===== src/rtl/hbd_pkg.sv =====
package hbd_pkg;
  localparam int unsigned NIBBLE_W = 4;
  localparam int unsigned SEG_W    = 8;

  typedef logic [NIBBLE_W-1:0] nibble_t;
  typedef logic [SEG_W-1:0]    seg_t;

  // Active-low glyphs, {A,B,C,D,E,F,G,DP}
  function automatic seg_t hex_glyph(input nibble_t v);
    seg_t g;
    unique case (v)
      4'h0: g = 8'h03;
      4'h1: g = 8'h9F;
      4'h2: g = 8'h25;
      4'h3: g = 8'h0D;
      4'h4: g = 8'h99;
      4'h5: g = 8'h49;
      4'h6: g = 8'h41;
      4'h7: g = 8'h1F;
      4'h8: g = 8'h01;
      4'h9: g = 8'h09;
      4'hA: g = 8'h11;
      4'hB: g = 8'hC1;
      4'hC: g = 8'h63;
      4'hD: g = 8'h85;
      4'hE: g = 8'h61;
      default: g = 8'h71;
    endcase
    return g;
  endfunction
endpackage


===== src/rtl/hbd_regfile.sv =====
module hbd_regfile
  import hbd_pkg::*;
#(
  parameter int unsigned NUM_REGS = 4
) (
  input  logic                              clk_i,
  input  logic                              rst_ni,
  input  nibble_t                           wr_data_i,
  input  logic [NUM_REGS-1:0]               wr_en_i,
  output logic [NUM_REGS-1:0][NIBBLE_W-1:0] regs_o
);
  for (genvar k = 0; k < NUM_REGS; k++) begin : g_reg
    always_ff @(posedge clk_i or negedge rst_ni) begin
      if (!rst_ni)         regs_o[k] <= '0;
      else if (wr_en_i[k]) regs_o[k] <= wr_data_i;
    end
  end
endmodule


===== src/rtl/hbd_scan_timer.sv =====
module hbd_scan_timer #(
  parameter int unsigned NUM_SLOTS = 4,
  parameter int unsigned TICK_DIV  = 100000,
  localparam int unsigned SLOT_W   = (NUM_SLOTS > 1) ? $clog2(NUM_SLOTS) : 1,
  localparam int unsigned CNT_W    = (TICK_DIV > 1) ? $clog2(TICK_DIV) : 1
) (
  input  logic              clk_i,
  input  logic              rst_ni,
  output logic [SLOT_W-1:0] slot_o
);
  localparam logic [CNT_W-1:0]  CNT_LAST  = CNT_W'(TICK_DIV - 1);
  localparam logic [SLOT_W-1:0] SLOT_LAST = SLOT_W'(NUM_SLOTS - 1);

  logic [CNT_W-1:0] cnt_q;
  logic             tick;

  assign tick = (cnt_q == CNT_LAST);

  always_ff @(posedge clk_i or negedge rst_ni) begin
    if (!rst_ni)   cnt_q <= '0;
    else if (tick) cnt_q <= '0;
    else           cnt_q <= cnt_q + 1'b1;
  end

  always_ff @(posedge clk_i or negedge rst_ni) begin
    if (!rst_ni)   slot_o <= '0;
    else if (tick) slot_o <= (slot_o == SLOT_LAST) ? '0 : slot_o + 1'b1;
  end
endmodule


===== src/rtl/hbd_digit_mux.sv =====
module hbd_digit_mux
  import hbd_pkg::*;
#(
  parameter int unsigned NUM_REGS = 4,
  localparam int unsigned SLOT_W  = (NUM_REGS > 1) ? $clog2(NUM_REGS) : 1
) (
  input  logic [NUM_REGS-1:0][NIBBLE_W-1:0] regs_i,
  input  logic [SLOT_W-1:0]                 slot_i,
  output seg_t                              seg_o,
  output logic [NUM_REGS-1:0]               an_o
);
  nibble_t sel;

  always_comb begin
    sel = '0;
    for (int k = 0; k < NUM_REGS; k++) begin
      if (slot_i == SLOT_W'(k)) sel = regs_i[k];
    end
  end

  assign seg_o = hex_glyph(sel);

  always_comb begin
    for (int k = 0; k < NUM_REGS; k++) an_o[k] = (slot_i != SLOT_W'(k));
  end
endmodule


===== src/rtl/hex_bank_display.sv =====
module hex_bank_display
  import hbd_pkg::*;
#(
  parameter int unsigned NUM_REGS = 4,
  parameter int unsigned TICK_DIV = 100000
) (
  input  logic                clk_i,
  input  logic                rst_ni,
  input  logic [3:0]          sw_i,
  input  logic [NUM_REGS-1:0] btn_i,
  output logic [7:0]          seg_o,
  output logic [NUM_REGS-1:0] an_o
);
  localparam int unsigned SLOT_W = (NUM_REGS > 1) ? $clog2(NUM_REGS) : 1;

  logic [NUM_REGS-1:0][NIBBLE_W-1:0] regs_q;
  logic [SLOT_W-1:0]                 slot;

  hbd_regfile #(.NUM_REGS(NUM_REGS)) u_regs (
    .clk_i     (clk_i),
    .rst_ni    (rst_ni),
    .wr_data_i (sw_i),
    .wr_en_i   (btn_i),
    .regs_o    (regs_q)
  );

  hbd_scan_timer #(.NUM_SLOTS(NUM_REGS), .TICK_DIV(TICK_DIV)) u_scan (
    .clk_i  (clk_i),
    .rst_ni (rst_ni),
    .slot_o (slot)
  );

  hbd_digit_mux #(.NUM_REGS(NUM_REGS)) u_mux (
    .regs_i (regs_q),
    .slot_i (slot),
    .seg_o  (seg_o),
    .an_o   (an_o)
  );
endmodule


===== config.mk =====
export PLATFORM = sky130hd
export DESIGN_NAME = hex_bank_display
export DESIGN_NICKNAME = d
export VERILOG_FILES = /design/src/rtl/hbd_pkg.sv /design/src/rtl/hbd_regfile.sv /design/src/rtl/hbd_scan_timer.sv /design/src/rtl/hbd_digit_mux.sv /design/src/rtl/hex_bank_display.sv
export SDC_FILE = /design/constraint.sdc
export NUM_CORES = 1
export LEC_CHECK = 0
export ABC_AREA = 1
export BUFFER_PORTS_ARGS = -buffer_cell sky130_fd_sc_hd__buf_2
export CORE_MARGIN = 2
export CORE_UTILIZATION = 42
export DETAILED_ROUTE_END_ITERATION = 8
export GPL_ROUTABILITY_DRIVEN = 0
export SLEW_MARGIN = 5
export SYNTH_ARGS = -nofsm -noshare
export SYNTH_HDL_FRONTEND = slang
export SYNTH_HIERARCHICAL = 1
export SYNTH_SLANG_ARGS = --single-unit

===== constraint.sdc =====
create_clock -name clk_i -period 2.5 [get_ports clk_i]
set_input_delay 0.375 -clock clk_i [delete_from_list [all_inputs] [get_ports clk_i]]
set_output_delay 0.375 -clock clk_i [all_outputs]
set_load 0.01 [all_outputs]

==> results of run 1 <==
sequential cells by signal (all words and copies together), names as in the netlist:
register       count
u_scan/cnt_q      17
u_regs/regs_o     16
u_scan/slot_o      2
worst max-delay path: stages (launching register included):
cell,delay (ns)
dfrtp_2,0.42
buf_4,0.15
buf_4,0.13
o21ai_1,0.06
nand3_1,0.13
nand2_2,0.14
inv_2,0.07
ha_4,0.26
nand3_1,0.07
nand2_1,0.08
nand2_1,0.05
nand2_1,0.06
buf_2,0.12
path summary, 6_finish.rpt:
kind	end	cells after the start	slack (ns)
max	seg_o[4]	12	0.11
min	u_scan/cnt_q[12]$_DFF_PN0_	1	0.15
max reg2reg	u_scan/slot_o[1]$_DFFE_PN0N_	6	1.05
min reg2reg	u_regs/regs_o[15]$_DFFE_PN0P_	2	0.48
max in group asynchronous	u_scan/slot_o[0]$_DFFE_PN0N_	1	1.82
min in group clk_i	u_regs/regs_o[7]$_DFFE_PN0P_	3	0.34
routing by layer:
| layer | track usage, % | up-vias | share of wire (%) |
|---|---|---|---|
| li1 | - | 1008 | - |
| met1 | 23.9 | 855 | 53 |
| met2 | 26.0 | 27 | 42 |
| met3 | 3.33 | 7 | 2.9 |
| met4 | 6.18 | 0 | 1.7 |
| met5 | 0 | - | 0 |
where the power goes:
part	total [mW]	internal, mW	switching, mW
clock	0.612	0.398	0.214
combinational	0.156	0.0563	0.0997
sequential	0.605	0.589	0.0159
cell type report:
cell class	instances	area share, %
tap	70	3.40
clock buffer	5	2.67
timing repair buffer	28	6.27
sequential	35	34.1
inverter	44	6.41
multi-input combinational	226	44.5
clock inverter	3	2.62
cells by family (layout without fill, tap and decap cells):
group,after synthesis,after routing,synth area share (%)
and+or+nand+nor,204,204,42.5
buffers and inverters,47,80,8.52
DFF,35,35,40.3
AOI/OAI and AO/OA,9,9,2.30
adders and majority gates,8,8,4.60
xor gates and xnor gates,4,4,1.61
other,1,1,0.172
cells in the final DEF, fill, tap and decap left out, types with 2 or more instances in the layout:
| cell | netlist | final |
|---|---|---|
| nand2_2 | 4 | 5 |
| or2_2 | 3 | 3 |
| inv_2 | 8 | 10 |
| inv_1 | 36 | 34 |
| buf_4 | 2 | 6 |
| o21bai_1 | 2 | 2 |
| nand3_1 | 27 | 27 |
| nand3_2 | 3 | 3 |
| dfrtp_2 | 0 | 2 |
| nand2_1 | 124 | 123 |
| buf_2 | 1 | 21 |
| nand4_1 | 5 | 5 |
| nor2_2 | 5 | 5 |
| dfrtp_1 | 35 | 33 |
| nor2_1 | 24 | 22 |
| clkbuf_8 | 0 | 5 |
| bufinv_16 | 0 | 2 |
| a21oi_1 | 3 | 3 |
| xor2_1 | 3 | 3 |
| o21ai_1 | 1 | 3 |
| nor2_4 | 3 | 5 |
| ha_1 | 8 | 6 |
metrics by stage:
stage,area [sq um],TNS (ns),worst slack (ns),total power [mW],instances
6_report,2570,0,0.113,1.37,411
5_1_grt,2570,-0.0671,-0.0314,1.44,411
4_1_cts,2490,0,0.00456,1.38,404
3_5_place_dp,2350,0,0.298,0.765,396
3_3_place_gp,2350,0,0.334,0.766,396
2_1_floorplan,2170,0,0.524,0.703,308
repair_timing:
item | in CTS | in global routing
hold buffers | 0 | 0
pin swaps | 0 | 4
setup buffers | 0 | 7
gates resized for setup | 2 | 13
cloned | 0 | 0
endpoints found under the setup margin | 3 | 6
==> flow_summary.yaml, run 1 <==
grt:
  first_global_vias: 1764
  antenna_found_initial: 0
  grt-ovfl-total: 0
  grt_pass1_wl_um: 7980
  grt_start_max_net_pins: 36
  gr-usage-all-layers_pct: 17.0
yosys:
  ys_types: 28
  ys.flop_type: "dfrtp_1"
  syn-num-nets: 326
  synth_most_common_cell: "nand2_1"
  yosysSeqAreaShare_pct: 40.3
  synth_top_area_share_pct: 40.3
  yosysTopAreaCell: "dfrtp_1"
  async_flop_share_pct: 100
  ys_warn_count: 6
  syn_inst: 308
  ys_top_cells_by_area: "dfrtp_1 40%, nand2_1 21%, inv_1 6.2%"
  synth_area_sq_um: 2170
  synth_common_cells: "124 x nand2_1, 36 x inv_1, 35 x dfrtp_1, 27 x nand3_1, 24 x nor2_1"
  synth_edf_count: 0
  ys_seq_elements: 35
  postSynthAreaPerCell_sq_um: 7.06
setup_path:
  cp_data_required_time_ns: 2.12
  crit_arrival_ns: 2.01
  critPathLaunch: "u_scan/slot_o[1]$_DFFE_PN0N_"
  critPathLaunchType: "flop"
  reg2reg_from: "u_scan/cnt_q[0]$_DFF_PN0_"
  endpoint_kind: "primary output"
  worstSetupPathType: "flop to primary output"
  critPathMaxFanout: 5
power_and_ir_drop:
  power.leakage_nw: 1.46
  powerDensity_nw_per_um2: 533
  vdd_ir_drop_max_v: 0.000423
cells_and_area:
  fill_cells: 514
  layout-drive-gt1-share_pct: 22.0
  area_growth_pct: 18.4
  seq_area_sq_um: 878
  final_core_util_pct: 51.1
  num_antenna_cells: 0
  multi_input_area_sq_um: 1150
  final_nets: 358
clock_tree:
  numCtsBuffers: 5
  htree_levels: 2
  clockBufferDepth: 2
  cts_tree: "yes"
  cts_sinks: 35
  root_buffer: "clkbuf_8"
  insertion_delay_ns: 0.29
  clk_pin_slew_ns: 0.07
floorplan:
  die_x_um: 76.0
  die_area_sq_um: 5770
  rows: 26
  ios: 22
  die_y_um: 76.0
  start_util_pct: 43.1
  core_sq_um: 5040
drt:
  vias_per_cell: 4.62
  wl_per_cell_um: 11.1
  wirelength_um: 4570
  vias: 1897
  antenna_left: 0
  firstDrtPassIters: 4
  drt_iter0_markers: 101
  drc: 0
sta:
  fin_crit_ns: 2.39
  rsz0062_at_grt: "yes"
  whs_ns: 0.149
  period_share_pct: 95.5
  relSlewSlack_pct: 49.7
  finalHoldViolCount: 0
  final_max_slew_viol_count: 0
  worst_pin_slew_ns: 0.755
  finalSetupViolCount: 0
  fin_skew_ns: 0.00616
  fmax_mhz: 419
placement:
  portBuffers: 20
  dp_hpwl_um: 3380
run:
  max-cap-violations: 0
outcome:
  status: "complete, no violations"
min_path:
  hold_class: "input port to asynchronous set/reset pin"
Power figures use the tool's default switching activity.
==> run 2, diff against run 1 <==
--- a/config.mk
+++ b/config.mk
@@ -7,10 +7,12 @@
 export LEC_CHECK = 0
 export ABC_AREA = 1
 export BUFFER_PORTS_ARGS = -buffer_cell sky130_fd_sc_hd__buf_2
+export CORE_ASPECT_RATIO = 0.6
 export CORE_MARGIN = 2
 export CORE_UTILIZATION = 42
 export DETAILED_ROUTE_END_ITERATION = 8
 export GPL_ROUTABILITY_DRIVEN = 0
+export HOLD_SLACK_MARGIN = 0.06
 export SLEW_MARGIN = 5
 export SYNTH_ARGS = -nofsm -noshare
 export SYNTH_HDL_FRONTEND = slang
==> run 2 against run 1 <==
Flip-flop and latch count unchanged; combinational power is essentially flat; sequential share of layout area rose by 0.90 points; global-route usage rose by 0.68 points; highest routed layer unchanged; clock power down 29%; largest cell class unchanged; non-clock buffer count shrank 6.
==> flow_summary.yaml, run 2 (synthesis results as in run 1) <==
power_and_ir_drop:
  vdd_ir_drop_max_v: 0.000368
  power_mw: 1.20
  power.leakage_nw: 1.42
  switching_share_pct: 27.5
  intPower_mw: 0.869
  pwr-share-seq_pct: 50.6
  p_switching_mw: 0.330
  p_clk_share_pct: 36.4
  powerDensity_nw_per_um2: 478
  pwr-share-comb_pct: 13.1
clock_tree:
  clockBufferDepth: 2
  clk_pin_slew_ns: 0.08
  cts_sinks: 35
  insertion_delay_ns: 0.28
  numCtsBuffers: 5
  ctsHoldBuffers: 0
  root_buffer: "clkbuf_8"
  cts_tree: "yes"
  htree_levels: 2
cells_and_area:
  stdcell_count: 401
  seq_area_sq_um: 878
  largest_reg_flops: 17
  final_area_sq_um: 2510
  fill_cells: 497
  multi_input_area_sq_um: 1160
  reg_top3: "u_scan/cnt_q: 17 flops, u_regs/regs_o: 16 flops, u_scan/slot_o: 2 flops"
  layout_commonest_cell: "nand2_1"
  final_core_util_pct: 49.9
  final_cell_mix: "123 x nand2_1, 35 x inv_1, 33 x dfrtp_1"
  layout-drive-gt1-share_pct: 20.9
  num_antenna_cells: 0
  final_nets: 352
  area_growth_pct: 15.4
  largest_register: "u_scan/cnt_q"
sta:
  finalHoldViolCount: 0
  worst_pin_slew_ns: 0.780
  final_max_slew_viol_count: 0
  fin_skew_ns: 0.00570
  finalSetupViolCount: 0
  fmax_mhz: 430
  period_share_pct: 93.1
  relSlewSlack_pct: 48.0
  fin_crit_ns: 2.33
  whs_ns: 0.165
placement:
  dp_hpwl_um: 3580
  dpl_cell_area_sq_um: 2340
  dp.cells: 392
  portBuffers: 20
floorplan:
  ios: 22
  die_x_um: 96.9
  core_sq_um: 5030
  start_util_pct: 43.2
  rows: 20
  die_area_sq_um: 5790
  die_y_um: 59.7
setup_path:
  crit_arrival_ns: 1.95
  critPathLaunch: "u_scan/slot_o[0]$_DFFE_PN0N_"
  reg2reg_from: "u_scan/cnt_q[0]$_DFF_PN0_"
  cp_data_required_time_ns: 2.12
  worstSetupPathType: "flop to primary output"
  critPathMaxFanout: 7
  endpoint_kind: "primary output"
  critPathLaunchType: "flop"
grt:
  first_global_vias: 1633
  grt_start_max_net_pins: 36
  grt_pass1_wl_um: 7990
  gr-usage-all-layers_pct: 17.6
  grt-ovfl-total: 0
  antenna_found_initial: 0
drt:
  vias_per_cell: 4.68
  drc: 0
  wl_per_cell_um: 11.7
  wirelength_um: 4690
  vias: 1876
  drt_iter0_markers: 146
  firstDrtPassIters: 4
  antenna_left: 0
run:
  max-cap-violations: 0
min_path:
  hold_class: "input port to asynchronous set/reset pin"
outcome:
  status: "complete, no violations"
==> run 2: cell count changes in the layout (fill, tap and decap cells not counted), sizes merged <==
cell,previous run,this run
buf,28,22
bufinv,2,0
clkbuf,5,6
clkinv,0,1
==> run 2: worst max-delay path, stage by stage (launching register included) <==
cell and delay (ns):
dfrtp_2 0.45, buf_4 0.15, nand2_2 0.06, or2_4 0.25, nand2_4 0.08, inv_1 0.06, ha_1 0.27, nand3_1 0.08
nand2_1 0.06, nand2_1 0.05, nand2_1 0.05, buf_2 0.13
==> run 2: cell type report <==
| type | instances | share of cell area [%] |
|---|---|---|
| multi-input cells | 226 | 46.4 |
| flip-flops and latches | 35 | 35.0 |
| inverters | 44 | 6.58 |
| repair buffers | 22 | 4.74 |
| clock buffers | 6 | 3.29 |
| well taps | 66 | 3.29 |
| clock inverters | 2 | 0.648 |
==> run 2: per-layer routing <==
metal / global-route usage (%) / wire length, um / vias to the layer above
li1: - / - / 997
met5: 0 / 0 / -
met3: 4.80 / 246 / 4
met2: 22.0 / 1650 / 46
met4: 3.82 / 25 / 0
met1: 29.1 / 2770 / 829
==> run 2: stage by stage <==
stage               setup TNS [ns]  setup slack [ns]
CTS                              0            0.0131
floorplan                        0             0.524
global placement                 0             0.351
finish                           0             0.172
global route               -0.0132           -0.0132
detailed placement               0             0.283
==> run 2: worst paths after layout <==
path / endpoint / slack [ns] / cells after the start
setup / recovery: seg_o[4] / 0.17 / 11
hold / removal: u_regs/regs_o[7]$_DFFE_PN0P_ / 0.17 / 1
setup reg to reg: u_scan/slot_o[1]$_DFFE_PN0N_ / 1.07 / 6
hold reg to reg: u_regs/regs_o[14]$_DFFE_PN0P_ / 0.48 / 2
max in group asynchronous: u_scan/slot_o[0]$_DFFE_PN0N_ / 1.79 / 1
min in group clk_i: u_regs/regs_o[15]$_DFFE_PN0P_ / 0.35 / 3
==> run 2: what timing repair did <==
item / CTS / global route
setup endpoints to repair: 1 / 7
setup buffers: 0 / 1
gates resized for setup: 1 / 17
gates cloned: 0 / 0
pin swaps: 0 / 4
==> run 2: power by group through the flow <==
stage               clock network (mW)  registers (mW)  logic, mW
floorplan                            0           0.608     0.0948
global placement                     0           0.618      0.150
detailed placement                   0           0.616      0.151
CTS                              0.453           0.605      0.152
global route                     0.482           0.609      0.182
finish                           0.436           0.606      0.157
==> run 3, diff against run 2 <==
--- a/config.mk
+++ b/config.mk
@@ -9,10 +9,11 @@
 export BUFFER_PORTS_ARGS = -buffer_cell sky130_fd_sc_hd__buf_2
 export CORE_ASPECT_RATIO = 0.6
 export CORE_MARGIN = 2
-export CORE_UTILIZATION = 42
+export CORE_UTILIZATION = 55
 export DETAILED_ROUTE_END_ITERATION = 8
 export GPL_ROUTABILITY_DRIVEN = 0
 export HOLD_SLACK_MARGIN = 0.06
+export PLACE_DENSITY = 0.75
 export SLEW_MARGIN = 5
 export SYNTH_ARGS = -nofsm -noshare
 export SYNTH_HDL_FRONTEND = slang
==> run 3 against run 2 <==
Die area decreased by 22%; clock power about the same; core utilization is 18 points higher; largest cell class unchanged; clock skew is 0.0012 ns higher; maximum frequency down 2.3%; highest routed layer is now met3; flip-flop and latch count unchanged; clock-buffer cell count unchanged; critical endpoint is now seg_o[7].
==> flow_summary.yaml, run 3 (synthesis results as in run 1) <==
cells_and_area:
  stdcell_count: 388
  final_cell_mix: "123 x nand2_1, 35 x inv_1, 33 x dfrtp_1"
  area_growth_pct: 15.4
  num_antenna_cells: 0
  seq_area_sq_um: 878
  multi_input_area_sq_um: 1160
  largest_reg_flops: 17
  layout-drive-gt1-share_pct: 22.0
  final_nets: 358
  layout_commonest_cell: "nand2_1"
  largest_register: "u_scan/cnt_q"
  fill_cells: 325
  final_core_util_pct: 67.4
  reg_top3: "u_scan/cnt_q: 17 flops, u_regs/regs_o: 16 flops, u_scan/slot_o: 2 flops"
grt:
  grt_pass1_wl_um: 8310
  first_global_vias: 1708
  grt_start_max_net_pins: 36
  antenna_found_initial: 0
  grt-ovfl-total: 0
  gr-usage-all-layers_pct: 24.8
sta:
  fin_crit_ns: 2.38
  period_share_pct: 95.3
  fmax_mhz: 420
  finalHoldViolCount: 0
  worst_pin_slew_ns: 0.770
  finalSetupViolCount: 0
  relSlewSlack_pct: 48.7
  final_max_slew_viol_count: 0
  rsz0062_at_grt: "yes"
  fin_skew_ns: 0.00685
setup_path:
  cp_data_required_time_ns: 2.12
  worstSetupPathType: "flop to primary output"
  critPathLaunchType: "flop"
  critPathMaxFanout: 7
  endpoint_kind: "primary output"
  crit_arrival_ns: 2.01
drt:
  antenna_left: 0
  vias: 1966
  drc: 0
  vias_per_cell: 5.07
  wirelength_um: 5060
  wl_per_cell_um: 13.0
  drt_iter0_markers: 166
  firstDrtPassIters: 4
floorplan:
  die_y_um: 52.7
  core_sq_um: 3720
  start_util_pct: 58.4
  rows: 17
  die_area_sq_um: 4490
  ios: 22
  die_x_um: 85.2
power_and_ir_drop:
  powerDensity_nw_per_um2: 482
  vdd_ir_drop_max_v: 0.000424
  power.leakage_nw: 1.45
  power_mw: 1.21
placement:
  dp_hpwl_um: 3720
  dp.cells: 372
  portBuffers: 20
run:
  max-cap-violations: 0
clock_tree:
  cts_sinks: 35
  insertion_delay_ns: 0.29
  numCtsBuffers: 5
  ctsHoldBuffers: 0
  clk_pin_slew_ns: 0.07
  clockBufferDepth: 2
  root_buffer: "clkbuf_8"
  cts_tree: "yes"
  htree_levels: 2
outcome:
  status: "complete, no violations"
min_path:
  hold_class: "input port to asynchronous set/reset pin"
run 3: where the power goes:
part           internal, mW  switching (mW)
registers             0.589          0.0178
clock network         0.225           0.214
logic                0.0616           0.103
total                 0.875           0.335
run 3: what timing repair did:
item	CTS	global route
gates cloned	0	1
endpoints found under the setup margin	5	7
resized for setup	2	13
pin swaps	0	4
setup buffers	0	7
run 3: critical path: stages (launching register included):
cell and delay (ns):
dfrtp_2 0.47, clkbuf_2 0.16, buf_2 0.18, o21ai_2 0.19, nand3_4 0.17, buf_4 0.17, nand3_1 0.07, nand3_1 0.12
nand2_1 0.08, buf_2 0.12
run 3: area by class of cell:
class	count	share of cell area [%]
Clock buffer	6	3.29
Clock inverter	2	0.648
Inverter	44	6.58
Multi-Input combinational cell	227	46.1
Sequential cell	35	35.0
Tap cell	47	2.34
Timing Repair Buffer	27	6.03
run 3: worst paths after layout:
kind / cells past startpoint / slack (ns) / to / start
max: 9 / 0.12 / seg_o[7] / u_scan/slot_o[0]$_DFFE_PN0N_
max reg2reg: 6 / 1.05 / u_scan/slot_o[1]$_DFFE_PN0N_ / u_scan/cnt_q[0]$_DFF_PN0_
min: 1 / 0.16 / u_scan/cnt_q[10]$_DFF_PN0_ / rst_ni
max in group asynchronous: 1 / 1.80 / u_scan/slot_o[1]$_DFFE_PN0N_ / rst_ni
min reg2reg: 2 / 0.49 / u_regs/regs_o[14]$_DFFE_PN0P_ / u_regs/regs_o[14]$_DFFE_PN0P_
min in group clk_i: 3 / 0.34 / u_regs/regs_o[0]$_DFFE_PN0P_ / sw_i[0]
run 3: per-layer routing:
layer	wire length [um]	track usage [%]
met5	0	0
met3	392	7.72
met1	2640	38.3
met2	2030	33.6
met4	0	4.76
run 3: metrics by stage:
stage          TNS [ns]  area (sq um)  hold slack [ns]  worst slack [ns]
2_1_floorplan         0          2170           0.0794             0.524
3_3_place_gp          0          2310            0.459             0.251
3_5_place_dp          0          2310            0.459             0.224
4_1_cts               0          2420            0.178           0.00753
5_1_grt         -0.0236          2510            0.199           -0.0229
6_report              0          2510            0.156             0.117
